**config.mk**
```make
export PLATFORM = sky130hd
export DESIGN_NAME = bbr_unit
export DESIGN_NICKNAME = d
export VERILOG_FILES = /design/src/rtl/bbr_pkg.sv /design/src/rtl/bbr_decode.sv /design/src/rtl/bbr_target.sv /design/src/rtl/bbr_unit.sv
export SDC_FILE = /design/constraint.sdc
export NUM_CORES = 1
export LEC_CHECK = 0
export ABC_AREA = 0
export BUFFER_PORTS_ARGS = -buffer_cell sky130_fd_sc_hd__buf_2
export CAP_MARGIN = 20
export CELL_PAD_IN_SITES_DETAIL_PLACEMENT = 2
export CELL_PAD_IN_SITES_GLOBAL_PLACEMENT = 2
export CORE_ASPECT_RATIO = 0.75
export CORE_MARGIN = 2
export CORE_UTILIZATION = 25
export CTS_BUF_LIST = sky130_fd_sc_hd__clkbuf_8 sky130_fd_sc_hd__clkbuf_16
export DETAILED_ROUTE_END_ITERATION = 7
export GPL_ROUTABILITY_DRIVEN = 0
export GPL_TIMING_DRIVEN = 0
export PLACE_DENSITY_LB_ADDON = 0.3
export SYNTH_ARGS = -nofsm -noshare
export SYNTH_HDL_FRONTEND = slang
export SYNTH_SLANG_ARGS = --single-unit
```
**constraint.sdc**
```tcl
create_clock -name clk -period 2.6 [get_ports clk]
set_input_delay 0.26 -clock clk [delete_from_list [all_inputs] [get_ports clk]]
set_output_delay 0.26 -clock clk [all_outputs]
set_load 0.05 [all_outputs]
```
**src/rtl/bbr_pkg.sv**
```systemverilog
package bbr_pkg;
    typedef enum logic [2:0] {
        K_NONE,
        K_SHORT,
        K_LONG,
        K_SKIP,
        K_INTB
    } kind_t;

    typedef enum logic [1:0] {
        S_IDLE,
        S_OPND,
        S_OPND2,
        S_DONE
    } state_t;
endpackage

```
**src/rtl/bbr_decode.sv**
```systemverilog
module bbr_decode
    import bbr_pkg::*;
#(
    parameter int DW = 8
) (
    input  logic          ext_page,
    input  logic [7:0]    opcode,
    input  logic          flag_q,
    input  logic          flag_df,
    input  logic          flag_ie,
    input  logic          latch_ci,
    input  logic          latch_xi,
    input  logic [3:0]    ef_in,
    input  logic [DW-1:0] acc_d,
    output kind_t         kind,
    output logic          taken
);
    logic d_zero;
    logic base;
    logic lbase;

    assign d_zero = ~|acc_d;

    // condition selected by the low three opcode bits
    always_comb begin
        unique case (opcode[2:0])
            3'd0:    base = 1'b1;
            3'd1:    base = flag_q;
            3'd2:    base = d_zero;
            3'd3:    base = flag_df;
            default: base = ef_in[opcode[1:0]];
        endcase
    end

    always_comb begin
        unique case (opcode[1:0])
            2'd0:    lbase = 1'b1;
            2'd1:    lbase = flag_q;
            2'd2:    lbase = d_zero;
            default: lbase = flag_df;
        endcase
    end

    always_comb begin
        kind  = K_NONE;
        taken = 1'b0;
        if (ext_page) begin
            if (opcode == 8'h3E) begin
                kind  = K_INTB;
                taken = latch_ci;
            end else if (opcode == 8'h3F) begin
                kind  = K_INTB;
                taken = latch_xi;
            end
        end else if (opcode[7:4] == 4'h3) begin
            kind  = K_SHORT;
            taken = base ^ opcode[3];
        end else if (opcode[7:4] == 4'hC) begin
            unique case (opcode[3:0])
                4'h0, 4'h1, 4'h2, 4'h3: begin kind = K_LONG; taken = lbase;    end
                4'h9, 4'hA, 4'hB:       begin kind = K_LONG; taken = ~lbase;   end
                4'h4:                   begin kind = K_SKIP; taken = 1'b0;     end
                4'h5:                   begin kind = K_SKIP; taken = ~flag_q;  end
                4'h6:                   begin kind = K_SKIP; taken = ~d_zero;  end
                4'h7:                   begin kind = K_SKIP; taken = ~flag_df; end
                4'h8:                   begin kind = K_SKIP; taken = 1'b1;     end
                4'hC:                   begin kind = K_SKIP; taken = flag_ie;  end
                4'hD:                   begin kind = K_SKIP; taken = flag_q;   end
                4'hE:                   begin kind = K_SKIP; taken = d_zero;   end
                default:                begin kind = K_SKIP; taken = flag_df;  end
            endcase
        end
    end
endmodule

```
**src/rtl/bbr_target.sv**
```systemverilog
module bbr_target
    import bbr_pkg::*;
#(
    parameter int DW = 8,
    localparam int AW = 2 * DW
) (
    input  kind_t         kind,
    input  logic          taken,
    input  logic [AW-1:0] pc_in,
    input  logic [DW-1:0] opnd_a,
    input  logic [DW-1:0] opnd_b,
    output logic [AW-1:0] pc_out
);
    logic [AW-1:0] inc1;
    logic [AW-1:0] inc2;

    assign inc1 = pc_in + AW'(1);
    assign inc2 = pc_in + AW'(2);

    always_comb begin
        unique case (kind)
            K_SHORT, K_INTB: pc_out = taken ? {pc_in[AW-1:DW], opnd_a} : inc1;
            K_LONG:          pc_out = taken ? {opnd_a, opnd_b} : inc2;
            K_SKIP:          pc_out = taken ? inc2 : pc_in;
            default:         pc_out = pc_in;
        endcase
    end
endmodule

```
**src/rtl/bbr_unit.sv**
```systemverilog
module bbr_unit
    import bbr_pkg::*;
#(
    parameter int DW = 8,
    localparam int AW = 2 * DW
) (
    input  logic          clk,
    input  logic          rst_n,
    input  logic          start,
    input  logic          ext_page,
    input  logic [7:0]    opcode,
    input  logic [AW-1:0] pc_in,
    input  logic [DW-1:0] opnd_a,
    input  logic [DW-1:0] opnd_b,
    input  logic          flag_q,
    input  logic          flag_df,
    input  logic          flag_ie,
    input  logic          latch_ci,
    input  logic          latch_xi,
    input  logic [3:0]    ef_in,
    input  logic [DW-1:0] acc_d,
    output logic          busy,
    output logic          done,
    output logic [AW-1:0] pc_next,
    output logic          ci_clear
);
    kind_t         kind_w;
    kind_t         kind_q;
    logic          taken_w;
    logic [AW-1:0] pc_w;
    logic [AW-1:0] pc_q;
    logic          clr_q;
    logic          accept;
    state_t        state_q;
    state_t        state_d;

    bbr_decode #(.DW(DW)) u_dec (
        .ext_page (ext_page),
        .opcode   (opcode),
        .flag_q   (flag_q),
        .flag_df  (flag_df),
        .flag_ie  (flag_ie),
        .latch_ci (latch_ci),
        .latch_xi (latch_xi),
        .ef_in    (ef_in),
        .acc_d    (acc_d),
        .kind     (kind_w),
        .taken    (taken_w)
    );

    bbr_target #(.DW(DW)) u_tgt (
        .kind   (kind_w),
        .taken  (taken_w),
        .pc_in  (pc_in),
        .opnd_a (opnd_a),
        .opnd_b (opnd_b),
        .pc_out (pc_w)
    );

    assign accept = (state_q == S_IDLE) && start && (kind_w != K_NONE);

    always_comb begin
        state_d = state_q;
        unique case (state_q)
            S_IDLE:  if (accept) state_d = S_OPND;
            S_OPND:  state_d = (kind_q == K_SHORT) ? S_DONE : S_OPND2;
            S_OPND2: state_d = S_DONE;
            S_DONE:  state_d = S_IDLE;
            default: state_d = S_IDLE;
        endcase
    end

    always_ff @(posedge clk) begin
        if (!rst_n) begin
            state_q <= S_IDLE;
            kind_q  <= K_NONE;
            pc_q    <= '0;
            clr_q   <= 1'b0;
        end else begin
            state_q <= state_d;
            if (accept) begin
                kind_q <= kind_w;
                pc_q   <= pc_w;
                clr_q  <= (kind_w == K_INTB) && (opcode == 8'h3E) && taken_w;
            end
        end
    end

    always_comb begin
        busy     = (state_q != S_IDLE);
        done     = (state_q == S_DONE);
        ci_clear = (state_q == S_DONE) && clr_q;
        pc_next  = pc_q;
    end
endmodule

```
==> results.md, run 1 <==
- Crit path largest cell delay: 0.56 ns
- Crit path kind: input pin to flip-flop
- Fin crit period: 2.54 ns
- Max Root-Sink Buffers: 2
- Avg Inst Size Synth: 7.31 µm²
- Share of the synthesized area in the top cell type: 0.178
- Run status: complete, no violations
- Layout cells sized above 1: 0.282
- Syn nets: 405
- Num CTS Buffers: 3
- Die H: 90.1 µm
- Post-layout util: 0.336
- GRT overflow: 0
- Initial antenna violation count: 0
- # rows: 31
- Detailed Place HPWL: 8.55 mm
- Critical path launch point type: input pin
- Crit-path cells: buf_2 -> or4_4 -> or4_4 -> o211ai_2 -> o22a_4 -> o21ai_4 -> buf_12 -> buf_4 -> or3_1 -> a21o_1 -> a31oi_1
- Area Overhead vs Synth: 31.0%
- Clk_lat worst skew: 0.27 ns
- TritonCTS clock tree: built
- Diodes inserted: 0
- Max-Cap Viols: 0
- Setup Skew: 0.00117 ns
- Htree depth: 1
- Clock root buffer: clkbuf_16
- Syn Std Cell Area: 2470 µm²
- Setup violators final: 0
- Worst-path clk slew: 0.07 ns
- Leakage Power: 1.29 nW
- Full die area: 10700 µm²
- EDFF count, synth: 0
- Sw power: 461 µW
- Sequential fraction of the synthesis area: 0.178
- Top cells by area, synth: dfxtp_1, o21ai_0, nand2_1
- Synth warn: 0
- Crit-path slowest cell: or4_4
- Top FF cell, synth: dfxtp_1
- Largest net degree at the start of global routing: 14
- Sequential share of power: 0.284
- Crit. Startpoint: acc_d[6]
- Crit share post-route: 0.978
- CP max FO: 8
- Reg2reg start: state_q[0]
- Dominant cell type by area after synthesis: dfxtp_1
- Most common cell after layout, fill and taps aside: buf_2
- Core Box Area: 9620 µm²
- Vias per cell: 5.51
- Initial DRC count: 162
- Most frequent CP cell: or4_4
- Vias in the first global route: 3291
- Hold Crit Start: rst_n
- Hold Crit Class: input pin to flip-flop
- Synth Register Bits: 22
- Post-route cell area: 3230 µm²
- Wirelength per Cell: 20.2 µm
- Max VDD drop: 174 µV
- GRT Resource Usage Total: 0.211
- CP required: 2.80 ns
- Final-report max-slew violation count: 0
- Io pins: 80
- Die W: 119 µm
- Worst path bufs/invs: 3
- Nets: 490
- Fmax: 0.393 GHz
- Clock power share: 0.366
- Vias: 3050
- Switching fraction of total power: 0.359
- First-pass GRT wire length: 18.1 mm
- Wirelength, routed: 11.2 mm
- Int Pwr: 822 µW
- Cell variety after synth: 67
- Starting Density: 0.257
- Total power per unit cell area: 397 nW/µm²
- Crit path capture type: flip-flop
- Combinational Power Share: 0.349
- Delay-heaviest family, CP: simple AND/OR/NAND/NOR gates
- IO buf count: 76
- Most frequent cells in the layout: buf_2, nand2_1, o21ai_0
- Async SR Flop Fraction: 0
- ANT nets after route: 0
- Router iterations before antenna repair: 4
- Residual DRC: 0
- Syn Inst Count: 338
- Slew HR: 0.569
- Clock sink count: 22
- Fin. Hold Viols: 0
- CP Data Arrival Time: 2.74 ns
- Placed instance area: 3030 µm²
- Worst Tran Pin Value: 0.647 ns
## metrics by stage
step / std cells / total power [mW] / hold WS (ns) / setup TNS (ns) / setup slack, ns
detailed placement: 547 / 0.799 / 0.468 / -6.00 / -0.473
finish: 554 / 1.28 / 0.267 / 0 / 0.0576
global placement: 546 / 0.783 / 0.458 / -14.40 / -0.954
floorplan: 338 / 0.635 / 0.393 / 0 / 0.144
CTS: 553 / 1.28 / 0.269 / 0 / 0.0401
global route: 554 / 1.35 / 0.288 / -0.0387 / -0.0375
## state kept, by name, indices dropped and copies added, names as in the netlist
register / flops
state_q: 2
pc_next: 16
kind_q: 3
clr_q: 1
## final timing paths
| kind | end | slack (ns) | depth (start not counted) |
|---|---|---|---|
| setup / recovery | pc_next[15] | 0.06 | 11 |
| setup reg to reg | pc_next[11] | 0.31 | 8 |
| hold reg to reg | pc_next[4] | 0.47 | 2 |
| hold / removal | pc_next[9] | 0.27 | 2 |
## per-layer routing
metal	GRT usage	vias up	wire length [µm]
li1	-	1445	-
met1	0.295	1525	5550
met2	0.347	68	5090
met3	0.0355	12	425
met4	0.0347	0	127
met5	0	-	0
## what timing repair did
item                                    4_1_cts  5_1_grt
endpoints found under the setup margin       15       14
setup buffers                                 2        1
gates resized for setup                       4       17
pin swaps                                     1        4
hold endpoints to repair                      0        0
hold buffers                                  0        0
## worst reg2reg max path, delay by kind of cell (launching register included)
kind	cells	cell delay (ns)
buffers and inverters	3	0.95
AND/OR/NAND/NOR	1	0.15
AO/OA/AOI/OAI	3	0.47
adder cells (fa/ha/maj)	1	0.24
flip-flops	1	0.40
## cell families after synthesis
family                   synth area share
AND/OR/NAND/NOR                     0.270
AO/OA/AOI/OAI                       0.342
buffers and inverters              0.0547
XOR/XNOR                           0.0816
flip-flops                          0.178
multiplexers                       0.0390
adder cells (fa/ha/maj)            0.0344
## power groups by stage
stage	Combinational (mW)	Clock [mW]	Sequential, mW
after floorplan	0.236	0	0.400
after global placement	0.411	0	0.372
after detailed placement	0.426	0	0.373
after CTS	0.436	0.475	0.365
after global routing	0.491	0.492	0.367
final	0.448	0.470	0.365
## area by class of cell
cell class | instances | area (µm²)
Clock inverter | 1 | 30.0
Buffer | 24 | 131
Inverter | 6 | 22.5
Clock buffer | 3 | 75.1
Sequential cell | 22 | 440
Multi-Input combinational cell | 286 | 1950
Fill cell | 1164 | 6380
Timing Repair Buffer | 80 | 423
Tap cell | 132 | 165
## synth_stat cells, types with 7 or more instances
master	n
nand4_1	8
clkbuf_1	15
a221oi_1	7
nand2_1	41
xor2_1	8
a31oi_1	10
xnor2_1	15
o211ai_1	8
nor2_1	18
nand3_1	9
o21ai_0	35
dfxtp_1	22
a21oi_1	21
No activity file was read; power rests on OpenSTA's default activity.
==> run 2: changes to the inputs <==
--- a/config.mk
+++ b/config.mk
@@ -6,7 +6,7 @@
 export NUM_CORES = 1
 export LEC_CHECK = 0
 export ABC_AREA = 0
-export BUFFER_PORTS_ARGS = -buffer_cell sky130_fd_sc_hd__buf_2
+export BUFFER_PORTS_ARGS = -buffer_cell sky130_fd_sc_hd__clkbuf_2
 export CAP_MARGIN = 20
 export CELL_PAD_IN_SITES_DETAIL_PLACEMENT = 2
 export CELL_PAD_IN_SITES_GLOBAL_PLACEMENT = 2
==> results.md, run 2 (synthesized netlist as in run 1, its figures left out) <==
- TritonCTS clock tree: built (unchanged)
- Worst Tran Pin Value: 0.674 ns (was 0.647 ns)
- Htree depth: 1 (unchanged)
- Fin. Hold Viols: 0 (unchanged)
- Initial antenna violation count: 0 (unchanged)
- Most common cell after layout, fill and taps aside: clkbuf_2 (was buf_2)
- # rows: 31 (unchanged)
- Clock root buffer: clkbuf_16 (unchanged)
- Hold Path End: pc_next[9] (unchanged)
- Vias in the first global route: 3237 (was 3291)
- Max Root-Sink Buffers: 2 (unchanged)
- Leakage Power: 1.26 nW (was 1.29 nW)
- Switching fraction of total power: 0.356 (was 0.359)
- Vias: 3095 (was 3050)
- Setup violators final: 0 (unchanged)
- Crit path kind: input pin to flip-flop (unchanged)
- Full die area: 10700 µm² (unchanged)
- Largest net degree at the start of global routing: 14 (unchanged)
- Router iterations before antenna repair: 4 (unchanged)
- Core Box Area: 9620 µm² (unchanged)
- Layout cells sized above 1: 0.278 (was 0.282)
- Diodes inserted: 0 (unchanged)
- Wirelength per Cell: 20.0 µm (was 20.2 µm)
- Sequential share of power: 0.289 (was 0.284)
- Worst reg2reg path endpoint: pc_next[14] (was pc_next[11])
- # placed instances: 547 (unchanged)
- Die H: 90.1 µm (unchanged)
- Max-Cap Viols: 0 (unchanged)
- Crit share post-route: 0.974 (was 0.978)
- R2R setup slack: 0.35 ns (was 0.31 ns)
- Max VDD drop: 197 µV (was 174 µV)
- Wirelength, routed: 11.1 mm (was 11.2 mm)
- Final-report max-slew violation count: 0 (unchanged)
- CP Data Arrival Time: 2.70 ns (was 2.74 ns)
- Fin crit period: 2.53 ns (was 2.54 ns)
- GRT Resource Usage Total: 0.210 (was 0.211)
- Nets: 489 (was 490)
- Post-layout util: 0.332 (was 0.336)
- Combinational Power Share: 0.345 (was 0.349)
- Max reg flops: 16 (unchanged)
- Clock power share: 0.366 (about the same)
- Io pins: 80 (unchanged)
- Min setup slack post-route: 0.0681 ns (was 0.0576 ns)
- Vias per cell: 5.60 (was 5.51)
- Most frequent cells in the layout: clkbuf_2, nand2_1, o21ai_0 (was buf_2, nand2_1, o21ai_0)
- Initial DRC count: 112 (was 162)
- Total power per unit cell area: 396 nW/µm² (was 397 nW/µm²)
- Slew HR: 0.551 (was 0.569)
- Setup Skew: 0.00208 ns (was 0.00117 ns)
- Starting Density: 0.257 (unchanged)
- Worst-path clk slew: 0.07 ns (about the same)
- Worst r2r path cells: 8 (unchanged)
- CP max FO: 10 (was 8)
- Crit path capture type: flip-flop (unchanged)
- CP required: 2.76 ns (was 2.80 ns)
- Fmax: 0.395 GHz (was 0.393 GHz)
- Clk_lat worst skew: 0.27 ns (about the same)
- Num CTS Buffers: 3 (unchanged)
- IO buf count: 76 (unchanged)
- Int Pwr: 815 µW (was 822 µW)
- Hold Crit Start: rst_n (unchanged)
- Setup_tns: 0 ns (unchanged)
- Area Overhead vs Synth: 29.2% (was 31.0%)
- Sw power: 450 µW (was 461 µW)
- First-pass GRT wire length: 17.9 mm (was 18.1 mm)
- Detailed Place HPWL: 8.59 mm (was 8.55 mm)
- ANT nets after route: 0 (unchanged)
- Run status: complete, no violations (unchanged)
- Place WS: -0.597 ns (was -0.473 ns)
- GRT overflow: 0 (unchanged)
- Hold Crit Class: input pin to flip-flop (unchanged)
- Final instance count without filler cells: 553 (was 554)
- Clock sink count: 22 (unchanged)
- Die W: 119 µm (unchanged)
- Critical path launch point type: input pin (unchanged)
- RSZ-0062 raised after global routing: yes
- WHS Path Cells: 2 (unchanged)
- Reg2reg start: state_q[0] (unchanged)
- # hold bufs at CTS: 0 (unchanged)
- Residual DRC: 0 (unchanged)
run 2: worst max path at each step:
stage	startpoint	to	slack (ns)	cells past startpoint
2_1_floorplan	acc_d[5]	pc_next[1]	0.14	8
3_3_place_gp	ext_page	pc_next[13]	-0.94	8
3_5_place_dp	opcode[6]	pc_next[8]	-0.60	9
4_1_cts	acc_d[5]	pc_next[7]	0.004	10
5_1_grt	acc_d[5]	pc_next[10]	-0.03	10
6_report	acc_d[5]	pc_next[10]	0.07	10
run 2: area by class of cell:
class,count,area [µm²]
Timing Repair Buffer,79,403
Tap cell,132,165
Sequential cell,22,440
Clock inverter,1,30.0
Clock buffer,3,75.1
Multi-Input combinational cell,286,1930
Inverter,6,22.5
Buffer,24,128
Fill cell,1192,6430
run 2: layer usage:
layer / vias up / routed length, µm / global-route usage
met2: 90 / 5140 / 0.347
met4: 0 / 125 / 0.0367
met5: - / 0 / 0
met3: 12 / 563 / 0.0336
li1: 1443 / - / -
met1: 1550 / 5250 / 0.290
run 2: power groups by stage:
stage / registers, mW / logic [mW] / clock network, mW
2_1_floorplan: 0.400 / 0.236 / 0
3_3_place_gp: 0.372 / 0.411 / 0
3_5_place_dp: 0.374 / 0.424 / 0
4_1_cts: 0.366 / 0.432 / 0.475
5_1_grt: 0.368 / 0.479 / 0.492
6_report: 0.365 / 0.436 / 0.463
run 2: critical path, stage by stage:
cell      delay [ns]
clkbuf_2        0.08
or4_4           0.55
or4_4           0.50
o211ai_2        0.11
o221ai_1        0.22
buf_4           0.25
a21o_1          0.22
a21oi_1         0.13
o221ai_1        0.19
o211a_1         0.18
run 2: per-stage QoR:
step | hold WS [ns] | power [mW] | instance area, µm²
2_1_floorplan | 0.393 | 0.635 | 2470
3_3_place_gp | 0.461 | 0.783 | 3020
3_5_place_dp | 0.480 | 0.798 | 3030
4_1_cts | 0.269 | 1.27 | 3160
5_1_grt | 0.292 | 1.34 | 3190
6_report | 0.273 | 1.26 | 3190
run 2: timing repair:
item	in CTS	in global routing
pin swaps	1	2
gates resized for setup	4	12
buffers inserted	1	1
setup endpoints to repair	10	14
hold endpoints to repair	0	0
